`config.mk`:
```
export PLATFORM = sky130hd
export DESIGN_NAME = otg_irq_regs
export DESIGN_NICKNAME = d
export VERILOG_FILES = /design/src/rtl/otg_irq_pkg.sv /design/src/rtl/otg_ctl_edge.sv /design/src/rtl/otg_stat_mux.sv /design/src/rtl/otg_irq_regs.sv
export SDC_FILE = /design/constraint.sdc
export NUM_CORES = 1
export LEC_CHECK = 0
export ABC_AREA = 1
export BUFFER_PORTS_ARGS = -buffer_cell sky130_fd_sc_hd__buf_2
export CORE_ASPECT_RATIO = 0.75
export CORE_MARGIN = 2
export CORE_UTILIZATION = 48
export DETAILED_ROUTE_END_ITERATION = 8
export PLACE_DENSITY = 0.71
export SYNTH_ARGS = -nofsm -noshare
export SYNTH_HDL_FRONTEND = slang
export SYNTH_SLANG_ARGS = --single-unit
```
`constraint.sdc`:
```
create_clock -name clk -period 2.15 [get_ports clk]
set_input_delay 0.43 -clock clk [delete_from_list [all_inputs] [get_ports clk]]
set_output_delay 0.43 -clock clk [all_outputs]
set_load 0.03 [all_outputs]
```
`src/rtl/otg_irq_pkg.sv`:
```
package otg_irq_pkg;

    localparam int DW    = 32;
    localparam int NCTL  = 4;
    localparam int NSTAT = 5;

    // register byte offsets (software decodes these)
    localparam logic [11:0] OFF_ID     = 12'h000;
    localparam logic [11:0] OFF_CFG    = 12'h010;
    localparam logic [11:0] OFF_EOI    = 12'h020;
    localparam logic [11:0] OFF_RAW0   = 12'h024;
    localparam logic [11:0] OFF_STAT0  = 12'h028;
    localparam logic [11:0] OFF_ENSET0 = 12'h02C;
    localparam logic [11:0] OFF_ENCLR0 = 12'h030;
    localparam logic [11:0] OFF_RAW1   = 12'h034;
    localparam logic [11:0] OFF_STAT1  = 12'h038;
    localparam logic [11:0] OFF_ENSET1 = 12'h03C;
    localparam logic [11:0] OFF_ENCLR1 = 12'h040;
    localparam logic [11:0] OFF_OCTL   = 12'h080;
    localparam logic [11:0] OFF_OSTAT  = 12'h084;

    // control index -> fall bit position; rise bit sits RISE_SHIFT above
    localparam int CTL_POS [NCTL] = '{0, 3, 4, 5};
    localparam int RISE_SHIFT     = 8;

    // status index -> OTG status register bit position
    localparam int STAT_POS [NSTAT] = '{1, 2, 3, 4, 9};

    localparam int BIT_OTG_EV  = 16;
    localparam int BIT_DMA_CLR = 17;
    localparam int BIT_DMA_DIS = 16;
    localparam int BIT_SW_MODE = 31;

    localparam logic [DW-1:0] EV1_MASK   = 32'h0003_3939;
    localparam logic [DW-1:0] OSTAT_MASK = 32'h8000_021E;

    typedef struct packed {
        logic          raw0;
        logic          en0;
        logic [DW-1:0] raw1;
        logic [DW-1:0] en1;
        logic          dma_dis;
        logic [DW-1:0] ostat;
        logic [1:0]    eoi;
    } regs_t;

endpackage

```
`src/rtl/otg_ctl_edge.sv`:
```
module otg_ctl_edge #(
    parameter int WIDTH  = 4,
    parameter int STAGES = 2
) (
    input  logic             clk,
    input  logic             rst_n,
    input  logic [WIDTH-1:0] async_in,
    output logic [WIDTH-1:0] level,
    output logic [WIDTH-1:0] rise,
    output logic [WIDTH-1:0] fall
);

    typedef struct packed {
        logic [STAGES-1:0][WIDTH-1:0] sync;
        logic [WIDTH-1:0]             prev;
    } edge_t;

    edge_t e_d, e_q;

    always_comb begin
        e_d         = e_q;
        e_d.sync[0] = async_in;
        for (int i = 1; i < STAGES; i++) begin
            e_d.sync[i] = e_q.sync[i-1];
        end
        e_d.prev = e_q.sync[STAGES-1];
    end

    always_ff @(posedge clk) begin
        if (!rst_n) e_q <= '0;
        else        e_q <= e_d;
    end

    assign level = e_q.sync[STAGES-1];
    assign rise  = level & ~e_q.prev;
    assign fall  = ~level & e_q.prev;

endmodule

```
`src/rtl/otg_stat_mux.sv`:
```
module otg_stat_mux #(
    parameter int NBITS = 5
) (
    input  logic             sw_mode,
    input  logic [NBITS-1:0] reg_val,
    input  logic [NBITS-1:0] phy_val,
    output logic [NBITS-1:0] core_val
);

    for (genvar g = 0; g < NBITS; g++) begin : g_bit
        assign core_val[g] = sw_mode ? reg_val[g] : phy_val[g];
    end

endmodule

```
`src/rtl/otg_irq_regs.sv`:
```
module otg_irq_regs
    import otg_irq_pkg::*;
#(
    parameter int          ADDR_W   = 12,
    parameter logic [31:0] REVISION = 32'h5A3C_0100
) (
    input  logic              clk,
    input  logic              rst_n,
    input  logic              wr_en,
    input  logic [ADDR_W-1:0] addr,
    input  logic [31:0]       wdata,
    output logic [31:0]       rdata,
    input  logic              core_irq_in,
    input  logic              otg_event_in,
    input  logic [3:0]        ctl_in,
    input  logic [4:0]        phy_stat,
    output logic              irq0,
    output logic              irq1,
    output logic              dma_disable,
    output logic [4:0]        core_stat
);

    localparam logic [ADDR_W-1:0] A_ID     = ADDR_W'(OFF_ID);
    localparam logic [ADDR_W-1:0] A_CFG    = ADDR_W'(OFF_CFG);
    localparam logic [ADDR_W-1:0] A_EOI    = ADDR_W'(OFF_EOI);
    localparam logic [ADDR_W-1:0] A_RAW0   = ADDR_W'(OFF_RAW0);
    localparam logic [ADDR_W-1:0] A_STAT0  = ADDR_W'(OFF_STAT0);
    localparam logic [ADDR_W-1:0] A_ENSET0 = ADDR_W'(OFF_ENSET0);
    localparam logic [ADDR_W-1:0] A_ENCLR0 = ADDR_W'(OFF_ENCLR0);
    localparam logic [ADDR_W-1:0] A_RAW1   = ADDR_W'(OFF_RAW1);
    localparam logic [ADDR_W-1:0] A_STAT1  = ADDR_W'(OFF_STAT1);
    localparam logic [ADDR_W-1:0] A_ENSET1 = ADDR_W'(OFF_ENSET1);
    localparam logic [ADDR_W-1:0] A_ENCLR1 = ADDR_W'(OFF_ENCLR1);
    localparam logic [ADDR_W-1:0] A_OCTL   = ADDR_W'(OFF_OCTL);
    localparam logic [ADDR_W-1:0] A_OSTAT  = ADDR_W'(OFF_OSTAT);

    regs_t s_d, s_q;

    logic [NCTL-1:0]  ctl_level, ctl_rise, ctl_fall;
    logic [NSTAT-1:0] sw_stat;
    logic [DW-1:0]    ev1, octl_view;
    logic             dma_fall;

    // names the bound checker observes
    logic [DW-1:0] raw1_q, en1_q;
    assign raw1_q = s_q.raw1;
    assign en1_q  = s_q.en1;

    otg_ctl_edge #(.WIDTH(NCTL), .STAGES(2)) u_edge (
        .clk      (clk),
        .rst_n    (rst_n),
        .async_in (ctl_in),
        .level    (ctl_level),
        .rise     (ctl_rise),
        .fall     (ctl_fall)
    );

    for (genvar g = 0; g < NSTAT; g++) begin : g_sw
        assign sw_stat[g] = s_q.ostat[STAT_POS[g]];
    end

    otg_stat_mux #(.NBITS(NSTAT)) u_mux (
        .sw_mode  (s_q.ostat[BIT_SW_MODE]),
        .reg_val  (sw_stat),
        .phy_val  (phy_stat),
        .core_val (core_stat)
    );

    always_comb begin
        ev1       = '0;
        octl_view = '0;
        for (int i = 0; i < NCTL; i++) begin
            ev1[CTL_POS[i]]              = ctl_fall[i];
            ev1[CTL_POS[i] + RISE_SHIFT] = ctl_rise[i];
            octl_view[CTL_POS[i]]        = ctl_level[i];
        end
        ev1[BIT_OTG_EV] = otg_event_in;
    end

    // next-state: register writes first, new events last so they win
    always_comb begin
        s_d     = s_q;
        s_d.eoi = 2'b00;
        if (wr_en) begin
            case (addr)
                A_CFG:             s_d.dma_dis = wdata[BIT_DMA_DIS];
                A_EOI:             s_d.eoi[wdata[0]] = 1'b1;
                A_RAW0, A_STAT0:   s_d.raw0 = s_q.raw0 & ~wdata[0];
                A_ENSET0:          s_d.en0  = s_q.en0 | wdata[0];
                A_ENCLR0:          s_d.en0  = s_q.en0 & ~wdata[0];
                A_RAW1, A_STAT1:   s_d.raw1 = s_q.raw1 & ~wdata;
                A_ENSET1:          s_d.en1  = (s_q.en1 | wdata) & EV1_MASK;
                A_ENCLR1:          s_d.en1  = s_q.en1 & ~wdata;
                A_OSTAT:           s_d.ostat = wdata & OSTAT_MASK;
                default:           ;
            endcase
        end
        dma_fall = s_q.dma_dis & ~s_d.dma_dis;
        s_d.raw1 = s_d.raw1 | ev1;
        s_d.raw1[BIT_DMA_CLR] = s_d.raw1[BIT_DMA_CLR] | dma_fall;
        s_d.raw0 = s_d.raw0 | core_irq_in;
    end

    always_ff @(posedge clk) begin
        if (!rst_n) s_q <= '0;
        else        s_q <= s_d;
    end

    always_comb begin
        case (addr)
            A_ID:              rdata = REVISION;
            A_CFG:             rdata = DW'(s_q.dma_dis) << BIT_DMA_DIS;
            A_RAW0:            rdata = DW'(s_q.raw0);
            A_STAT0:           rdata = DW'(s_q.raw0 & s_q.en0);
            A_ENSET0, A_ENCLR0: rdata = DW'(s_q.en0);
            A_RAW1:            rdata = s_q.raw1;
            A_STAT1:           rdata = s_q.raw1 & s_q.en1;
            A_ENSET1, A_ENCLR1: rdata = s_q.en1;
            A_OCTL:            rdata = octl_view;
            A_OSTAT:           rdata = s_q.ostat;
            default:           rdata = '0;
        endcase
    end

    assign irq0        = s_q.raw0 & s_q.en0 & ~s_q.eoi[0];
    assign irq1        = (|(s_q.raw1 & s_q.en1)) & ~s_q.eoi[1];
    assign dma_disable = s_q.dma_dis;

endmodule

```
**After elaboration in Yosys (flattened, before gate mapping)**

Index checks and enable logic that the tools add are counted.
W data, S select, Z words.

- Muxes and demuxes: 16
- Bitwise operators: 24
- Eq/ne operators: 12
- Magnitude comparators: 2
- Reduce and logical (&&, ||, !) cells: 13

Operators with widths:

| operator | number |
|---|---|
| $pmux W32 S10 | 1 |
| $mux W101 | 1 |
| $and A32 B32 Y32 | 3 |
| $eq A12 B6 Y1 const B | 8 |
| $mux W32 | 2 |
| $pmux W32 S2 | 1 |
| $not A32 Y32 | 1 |
| $or A32 B17 Y32 | 1 |
| $reduce_or A32 Y1 | 1 |
| $eq A12 B8 Y1 const B | 2 |
| $or A18 B18 Y18 | 1 |
| $eq A12 B5 Y1 const B | 1 |
| $eq A12 B7 Y1 const B | 1 |
| $logic_not A12 Y1 | 1 |
| $and A4 B4 Y4 | 2 |
| $mux W1 | 8 |
| $not A4 Y4 | 2 |
| $reduce_or A2 Y1 | 4 |
| $and A1 B1 Y1 | 7 |
| $reduce_and A2 Y1 | 3 |
| $not A1 Y1 | 4 |
| $reduce_bool A2 Y1 | 2 |
| $or A1 B1 Y1 | 3 |
| $reduce_and A3 Y1 | 1 |
| other kinds (6) | 6 |

- Word-level logic and storage cells: 77
- Bits in registers: 87
- Bits of input ports: 58
- Output and inout port bits: 40

**Logic depth before layout (Yosys ltp)**

- Word-level depth: 9
- Mapped depth: 11
- Gate-level depth less buffers: 10

**Modules after synthesis**

Synthesis repeated with hierarchy kept, for this count alone.

- Cell total of the unflattened synthesis: 733
- Area, all modules: 4,626.9 um^2

By module, submodules not included:

| module | cells an instance | seq. area each (um^2) | area each (um^2) | instances |
|---|---|---|---|---|
| otg_irq_regs | 660 | 1,501.4 | 4,135.2 | 1 |
| otg_ctl_edge | 57 | 240.2 | 431.7 | 1 |
| otg_stat_mux | 16 | 0.0 | 60.1 | 1 |

**Least setup slack after synthesis**

No wires, ideal clock.

- Path kind: input port to output port
- Start: in addr[11]
- End: out rdata[10]
- Slack: -0.176 ns
- Arrival time: 1.896 ns
- Cell stages on the path: 8
- Path buffers: 1
- Path through: nor2_1 -> nand2_2 -> inv_1 -> nand3_1 -> nand2_2 -> inv_1 -> clkbuf_1 -> o21ai_0

- Longest elaborated chain between the ends: 3
- Elaborated cells on any way between the ends: 15
- Classes of those cells: 11 x eq/ne; 1 x mux; 3 x reduce/logical

Ends and longest elaborated chain:

| item | line | text |
|---|---|---|
| start: declaration | otg_irq_regs.sv:10 | `input logic [ADDR_W-1:0] addr,` |
| $eq A12 B7 Y1 / $eq A12 B6 Y1 (equally long branches) | otg_irq_regs.sv:110 | `case (addr)` |
| $reduce_or A2 Y1 | otg_irq_regs.sv:110 |  |
| $pmux W32 S10 (*) | otg_irq_regs.sv:110 |  |
| end: declaration | otg_irq_regs.sv:12 | `output logic [31:0] rdata,` |

Mark *: on every way between the ends. The rest lies on a longest branch, timed or not.

**Final worst setup path**

- Start: in addr[5]
- End: out rdata[30]

Same word-level chain as after synthesis.

==> results by group <==
Setup path
  • CP startpoint kind: input pin
  • Setup crit end kind: output port
  • R2r setup slk: 1.29 ns
  • CP Max Fanout: 7
  • Required time of the critical path: 1.72 ns
  • Worst endpoint data arrival time: 1.72 ns
  • CP Class: in -> out

Place
  • Placement Setup Slack: -0.0756 ns
  • Routability cong.: 0.839
  • HPWL Detailed: 9650 µm
  • Count of input and output buffers: 97

Synth
  • Main combinational cell family by area after synthesis: simple AND/OR/NAND/NOR gates
  • Proportion of netlist area held by the largest area contributor: 37.2%
  • Post-Syn Area: around 4700 µm²
  • Syn Nets: 756
  • Synth area leader: dfxtp_1
  • Syn Inst Count: 698
  • Top post-synthesis cells by area: dfxtp_1 37%, nand2_1 15%, inv_1 7.9%
  • Synthesized area per cell: 6.71 µm²
  • Synth Area in Adders: 0%
  • Post-synth cell types: 28
  • Seq cells post-synth: 87
  • Synth Area in XOR/XNOR: 0%
  • Synth warnings: 0
  • Synth Area in Simple Gates: 35.1%
  • Sequential share of the synthesized area: ~37%
  • Compound-Gate Fraction of Synth Area: 14.1%
  • Mux cell area share after synthesis: 0%

Clock tree
  • TritonCTS Buffers: 9
  • CTS tree: yes
  • Clk sinks: between 80 and 90
  • Clk_lat worst skew: about 0.33 ns
  • H-tree level count: 3
  • Max clock buf depth: 2
  • CTS Root Cell: clkbuf_16
  • Reg clk slew, reported paths: 0.06 ns

STA
  • Worst hold margin: 0.273 ns
  • Worst setup margin: -0.00106 ns
  • Final slew viol count: 0
  • RSZ-0062 raised after global routing: true
  • Clock Skew: 0.00329 ns
  • Slew @ Worst Pin: 0.396 ns
  • Fin. Hold Viols: 0
  • Final setup violation count: 1
  • Part of the cycle the worst path needs: 100%
  • Relative slew slack: 73.6%
  • Post-layout minimum cycle time: 2.15 ns
  • Fmax: ~460 MHz

GRT
  • Gr usage total: around a quarter
  • Initial antenna violation count: 0
  • Largest net degree at the start of global routing: 39
  • Vias in the first global route: 4423
  • First-pass GRT wire length: 20700 µm
  • GRT overflow: 0

Cells and area
  • Most common cell after layout, fill and taps aside: nand2_1
  • Area Growth Syn to Fin: 31.8%
  • Most frequent cells in the layout: 186 x nand2_1, 91 x inv_1, 87 x dfxtp_1
  • Share of cells above drive strength 1: between 30% and 40%
  • ANT cells: 0
  • Nets: roughly 880

Outcome
  • Status: finished, violations left
  • Violated checks: negative setup slack

Die
  • Die area: 10600 µm²
  • # rows: 31
  • Die W: 118 µm
  • Initial core utilization: 48.9%
  • Core area: 9580 µm²
  • Die H: 89.5 µm
  • Ports: just under 100

Detailed routing
  • Vias per cell: around 5.2
  • ANT nets after route: 0
  • Final wirelength: 14000 µm
  • Pre-antenna DRT Iters: 5
  • Routed wire per std cell: 14.6 µm
  • # DRC: 0
  • Vias: 4951
  • 1st-iter DRT viols: 380

Pwr
  • Cell Pwr Density: roughly 560 nW/µm²
  • Comb pwr share: 7.1%
  • Sw power: 816 µW
  • Max VDD drop: between 0.0004 and 0.0005 V
  • Seq pwr share: a little under half
  • Leakage: ~2.9 nW
  • Sw Ratio: between 20% and 30%
  • Clock share of power: 45.2%
  • P_int: 2.62 mW

Hold path
  • HP Class: in -> reg

Job
  • Number of max-cap violations: 0
==> layer usage <==
layer | GRT usage, % | vias up | share of wire, %
met5 | 0 | - | 0
met4 | 6.13 | 0 | 1.6
met3 | 5.17 | 24 | 5.8
met2 | 42.4 | 186 | 48
met1 | 32.1 | 2300 | 45
li1 | - | 2441 | -
==> area by class of cell <==
cell class	instances	area (µm²)
fill	836	3410
multi-input combinational	460	2480
sequential	87	1740
timing repair buffer	139	1000
inverter	122	479
clock buffer	9	225
tap	132	165
clock inverter	7	72.6
==> worst paths after layout <==
| check | from | end | cells after the start |
|---|---|---|---|
| worst max register to register | u_edge.level[2]$_SDFF_PN0_ | raw1_q[12]$_SDFF_PN0_ | 3 |
| worst min-delay path | ctl_in[3] | u_edge.e_d[11]$_SDFF_PN0_ | 3 |
| worst min register to register | u_edge.e_d[8]$_SDFF_PN0_ | u_edge.level[0]$_SDFF_PN0_ | 2 |
| worst max-delay path | addr[5] | rdata[30] | 7 |
==> repair_timing <==
action / in CTS / in global routing
pin swaps: 0 / 13
setup buffers: 0 / 4
resized for setup: 12 / 118
endpoints found under the setup margin: 23 / 33
gates cloned: 0 / 3
hold buffers: 0 / 0
==> power groups by stage <==
stage               Sequential, mW  Clock [mW]  Combinational (mW)
floorplan                     1.67           0              0.0947
global placement              1.68           0               0.204
detailed placement            1.68           0               0.210
CTS                           1.64        1.58               0.212
global route                  1.64        1.66               0.264
finish                        1.64        1.55               0.245
==> critical path, stage by stage <==
cell       delay, ns
clkbuf_4        0.16
nand2_2         0.07
nor2_4          0.18
nand3_4         0.20
clkbuf_16       0.22
o2111ai_1       0.24
buf_4           0.21
==> through the flow <==
| stage | util, % | setup TNS, ns | instance area [µm²] | power, mW | std cells |
|---|---|---|---|---|---|
| after floorplan | - | -1.79 | 4680 | 1.77 | 698 |
| after global placement | 57.1 | -0.0725 | 5470 | 1.88 | 933 |
| after detailed placement | 57.1 | -0.674 | 5470 | 1.89 | 933 |
| after CTS | 60.5 | -0.0486 | 5800 | 3.43 | 949 |
| after global routing | 64.4 | -0.443 | 6170 | 3.57 | 956 |
| final | 64.4 | -0.00106 | 6170 | 3.44 | 956 |
==> Yosys cell counts <==
library cell  instances
inv_1                99
buf_2                 8
a21oi_1              16
buf_4                 2
buf_6                 2
clkbuf_1             14
nor2_2                2
nand3b_1              1
buf_1                 1
o2111ai_1            15
nand2_1             188
nand2_4               2
nor3_1                3
o21bai_1             26
o22ai_1               2
nor2_4                2
nor2_1               63
nand2_2              24
buf_12                2
nand3_2              22
dfxtp_1              87
nand4_1              16
nand3_1              30
a211oi_1              1
o21ai_0              47
inv_6                 1
inv_2                21
clkinv_1              1
==> logic make-up after synthesis <==
kind of cell           count (synthesis)
AOI/OAI and AO/OA                    107
and+or+nand+nor                      353
DFF                                   87
buffers and inverters                151
Power figures use the tool's default switching activity.
